## config.mk

```make
export PLATFORM = sky130hd
export DESIGN_NAME = exec_activity_monitor
export DESIGN_NICKNAME = d
export VERILOG_FILES = /design/src/rtl/exec_activity_monitor.sv
export SDC_FILE = /design/constraint.sdc
export NUM_CORES = 2
export LEC_CHECK = 0
export BUFFER_PORTS_ARGS = -buffer_cell sky130_fd_sc_hd__buf_4
export CAP_MARGIN = 0
export CORE_ASPECT_RATIO = 0.8
export CORE_MARGIN = 3
export CORE_UTILIZATION = 50
export DETAILED_ROUTE_END_ITERATION = 12
export PLACE_DENSITY = 0.77
export SYNTH_ARGS = -nofsm -noshare
export SYNTH_HDL_FRONTEND = slang
export SYNTH_SLANG_ARGS = --single-unit
export TNS_END_PERCENT = 20
```

## constraint.sdc

```tcl
create_clock -name clk -period 10.7 [get_ports clk]
set_input_delay 0.535 -clock clk [delete_from_list [all_inputs] [get_ports clk]]
set_output_delay 0.535 -clock clk [all_outputs]
set_load 0.005 [all_outputs]
```

## src/rtl/exec_activity_monitor.sv

```systemverilog
module exec_activity_monitor #(
  parameter int NUM_VALU  = 4,
  parameter int NUM_SALU  = 1,
  parameter int CNT_W     = 16,
  parameter int IDLE_SPAN = 75,
  parameter int IDLE_STEP = 5,
  parameter int ADDR_W    = 6,
  localparam int NU        = NUM_VALU + NUM_SALU + 3,
  localparam int IDLE_BINS = IDLE_SPAN / IDLE_STEP + 1,
  localparam int A_ACT     = 2 * NU,
  localparam int A_IDL     = 2 * NU + 1,
  localparam int A_TRN     = 2 * NU + 2,
  localparam int A_IH      = 2 * NU + 3,
  localparam int A_BH      = A_IH + IDLE_BINS,
  localparam int TOTAL     = A_BH + NU + 1,
  localparam int BW        = $clog2(NU + 1),
  localparam int IB_W      = $clog2(IDLE_BINS)
) (
  input  logic              clk,
  input  logic              rst_n,
  input  logic              clr,
  input  logic [2*NU-1:0]   slot_status,
  output logic [NU-1:0]     exec_strobe,
  output logic [NU-1:0]     release_strobe,
  input  logic [ADDR_W-1:0] rd_addr,
  output logic [CNT_W-1:0]  rd_data
);

  localparam logic [CNT_W-1:0] MAXV = '1;

  logic [NU-1:0]    busy;
  logic             active;
  logic             prev_active;
  logic [CNT_W-1:0] run_len;
  logic [BW-1:0]    nbusy;
  logic [IB_W-1:0]  bin;
  logic             record;
  logic [TOTAL-1:0] inc;
  logic [CNT_W-1:0] cnt [TOTAL];

  for (genvar u = 0; u < NU; u++) begin : g_unit
    wire [1:0] code = slot_status[2*u +: 2];
    assign exec_strobe[u]    = (code == 2'd2);
    assign release_strobe[u] = (code == 2'd1) || (code == 2'd2);
    assign busy[u]           = release_strobe[u];
  end

  assign active = |busy;
  assign nbusy  = BW'($countones(busy));
  assign record = active && (run_len != '0);
  assign bin    = (run_len >= CNT_W'(IDLE_SPAN)) ? IB_W'(IDLE_BINS - 1)
                                                 : IB_W'(run_len / CNT_W'(IDLE_STEP));

  always_comb begin
    inc = '0;
    for (int u = 0; u < NU; u++) begin
      inc[u]      = busy[u];
      inc[NU + u] = !busy[u];
    end
    inc[A_ACT] = active;
    inc[A_IDL] = !active;
    inc[A_TRN] = prev_active && !active;
    if (record) inc[A_IH + int'(bin)] = 1'b1;
    inc[A_BH + int'(nbusy)] = 1'b1;
  end

  for (genvar g = 0; g < TOTAL; g++) begin : g_cnt
    always_ff @(posedge clk or negedge rst_n) begin
      if (!rst_n)                        cnt[g] <= '0;
      else if (clr)                      cnt[g] <= '0;
      else if (inc[g] && cnt[g] != MAXV) cnt[g] <= cnt[g] + 1'b1;
    end
  end

  always_ff @(posedge clk or negedge rst_n) begin
    if (!rst_n) begin
      prev_active <= 1'b0;
      run_len     <= '0;
    end else if (clr) begin
      prev_active <= 1'b0;
      run_len     <= '0;
    end else begin
      prev_active <= active;
      if (active)               run_len <= '0;
      else if (run_len != MAXV) run_len <= run_len + 1'b1;
    end
  end

  always_ff @(posedge clk or negedge rst_n) begin
    if (!rst_n)                      rd_data <= '0;
    else if (int'(rd_addr) < TOTAL)  rd_data <= cnt[rd_addr];
    else                             rd_data <= '0;
  end

endmodule


```

==> flow_summary.ini <==
[detailed_routing]
ant_nets = 0
drt_iter0_drc = 4532
drc = 0
drt-wirelength-per-cell_um = 21.2
highest_layer = met5
wl_met1_mm = 52.4
wl_met2_mm = 53.7
vias_per_cell = 6.31
drt-pass1-iter-count = 7
wl_met3_mm = 13.4
wl_mm = 124
vias = 36900

[worst_setup_path]
path_max_fanout = 27
critical_path_buf_inv_count = 3
cp.required_ns = 11.23
critPathMostFrequentCell = a211oi_1
critical-path-top-delay-family = simple AND/OR/NAND/NOR gates
arrival_ns = 10.67
crit_path_start_kind = flip-flop
crit_type = reg2reg
endpoint_kind = flip-flop
critical-path-max-stage-delay_ns = 0.65
slowest_stage = or4_1

[power]
p_leak_nw = 20.2
p_total_mw = 6.47
irDropWorstVdd_mv = 0.115
p_per_area_nw_per_um2 = 131

[timing]
finalHoldViolCount = 0
worstMarginPinSlew_ns = 1.22
period_minus_slack_ns = 10.14
fmax_mhz = 98.6
fin_skew_ns = 0.0272
grt_setup_unrepaired = no
holdWs_ns = 0.234
setup_viol = 0
final-max-slew-violation-count = 0
fin_setup_tns_ns = 0
slew_headroom_pct = 17.8
post-route-period-util_pct = 94.8

[job]
cap_violations = 0

[floorplan]
core_area_sq_um = 88500
num_io_pins = 57
initial_core_util_pct = 51.0
die_width_um = 342
die_area_sq_um = 93800
rows = 97
die_height_um = 275

[logic_synthesis]
synthDistinctLibCells = 110
syn_inst = 4660
syn_area_sq_um = 45100
synth-seq-cells = 737
ys.flop_type = dfrtp_1
syn_avg_cell_area_sq_um = 9.67
synth_edf_count = 0
yosysSeqAreaShare_pct = 40.9
synth-async-reset-ratio_pct = 100
synth_nets = 4751
yosys_warnings = 0

[global_route]
grt_max_degree = 164
grt_pass1_vias = 34400
antenna_found_initial = 6
grt_pass1_wl_mm = 196
track_usage_pct = 26.1
overflow = 0

[final_layout]
nFillCells = 7349
synthToLayoutAreaGrowth_pct = 9.29
final_common_cell = dfrtp_1
nNetsFinal = 4684
seqCellArea_sq_um = 18500
layout_common_cells = dfrtp_1, nor2_1, nand2_1
multi_input_area_sq_um = 25300
drive_gt1_share_pct = 11.5

[cts]
clk_pin_slew_ns = 0.06
cts_sinks = 737
root_buffer = clkbuf_16
clockBufferDepth = 3
cts_tree = built
clk_latency_ns = 0.65
htreeDepth = 3
cts_buffers = 78

[status]
outcome = complete, no violations

[placement]
io_buffers = 56
gp_congestion = 0.972
place_hpwl_mm = 87.3

[min_path]
hold_class = in2reg
[registers in the layout, indices dropped and copies added, names as in the netlist]
signal       count
cnt            704
rd_data         16
run_len         16
prev_active      1
[synth_stat cells, types with 65 or more instances]
cell | number | area share (%)
nor2b_1 | 65 | 0.90
o21ai_0 | 149 | 1.7
clkbuf_1 | 184 | 1.5
dfrtp_1 | 737 | 41
nand4_1 | 149 | 2.1
nand2_1 | 342 | 2.8
nor2_1 | 725 | 6.0
mux4_2 | 208 | 10
xnor2_1 | 231 | 4.5
and3_1 | 164 | 2.3
nand3_1 | 222 | 2.5
mux2i_1 | 77 | 1.7
inv_1 | 94 | 0.78
or3_1 | 115 | 1.6
xor2_1 | 277 | 5.4
a21oi_1 | 186 | 2.1
nor3_1 | 99 | 1.1
[metal layers]
metal,track usage [%],vias up
met5,0,-
met4,8.54,8
met3,7.08,278
met2,38.2,1725
met1,37.7,18300
li1,-,16600
[final timing paths]
check	from	to	slack [ns]	cells past startpoint
max	run_len[10]	cnt[167]	0.56	32
min	rd_addr[5]	rd_data[3]	0.23	2
max reg2reg	run_len[10]	cnt[167]	0.56	32
min reg2reg	cnt[493]	cnt[493]	0.56	2
max in group asynchronous	rst_n	run_len[12]	7.94	4
min in group asynchronous	rst_n	cnt[639]	0.49	2
[power by group]
group / switching (mW) / internal (mW) / total, mW
Sequential: 0.0580 / 2.83 / 2.89
Clock: 1.22 / 1.78 / 3.00
Combinational: 0.392 / 0.193 / 0.585
Total: 1.67 / 4.80 / 6.47
[cells by family (layout without fill, tap and decap cells)]
group / count (synthesis) / count (layout) / share of synthesized area (%)
and+or+nand+nor: 2090 / 2090 / 22.8
DFF: 737 / 737 / 40.9
AOI/OAI and AO/OA: 605 / 605 / 8.83
xor gates and xnor gates: 510 / 510 / 9.96
buffers and inverters: 347 / 342 / 3.02
muxes: 305 / 305 / 12.6
adders and majority gates: 66 / 66 / 1.90
other: 0 / 3 / 0
[worst reg2reg max path, delay by kind of cell (launching register included)]
kind            cells  cell delay, ns
simple gates       13            3.88
compound gates     12            3.62
mux                 2            0.79
flops               1            0.64
fa+ha+maj           2            0.59
buf+inv             3            0.50
[cell type report]
class / count / area share (%)
Inverter: 99 / 0.754
Clock buffer: 106 / 4.65
Sequential cell: 737 / 37.4
Clock inverter: 36 / 1.10
Tap cell: 1188 / 3.02
Timing Repair Buffer: 101 / 1.65
Antenna cell: 3 / 0.0152
Multi-Input combinational cell: 3576 / 51.4
[through the flow]
| step | setup WS (ns) | util [%] | instances | cell area, sq um |
|---|---|---|---|---|
| after floorplan | 2.10 | - | 4660 | 45100 |
| after global placement | 0.605 | 52.4 | 5700 | 46400 |
| after detailed placement | 0.356 | 52.4 | 5700 | 46400 |
| after CTS | 0.331 | 55.7 | 5843 | 49200 |
| after global routing | 0.0381 | 55.7 | 5843 | 49300 |
| final | 0.560 | 55.7 | 5846 | 49300 |
[what timing repair did]
item	in CTS	in global routing
buffers inserted	0	0
endpoints found under the setup margin	0	141
hold buffers	1	0
hold endpoints to repair	94	0
resized for setup	0	10
(Power assumes the default switching activity.)
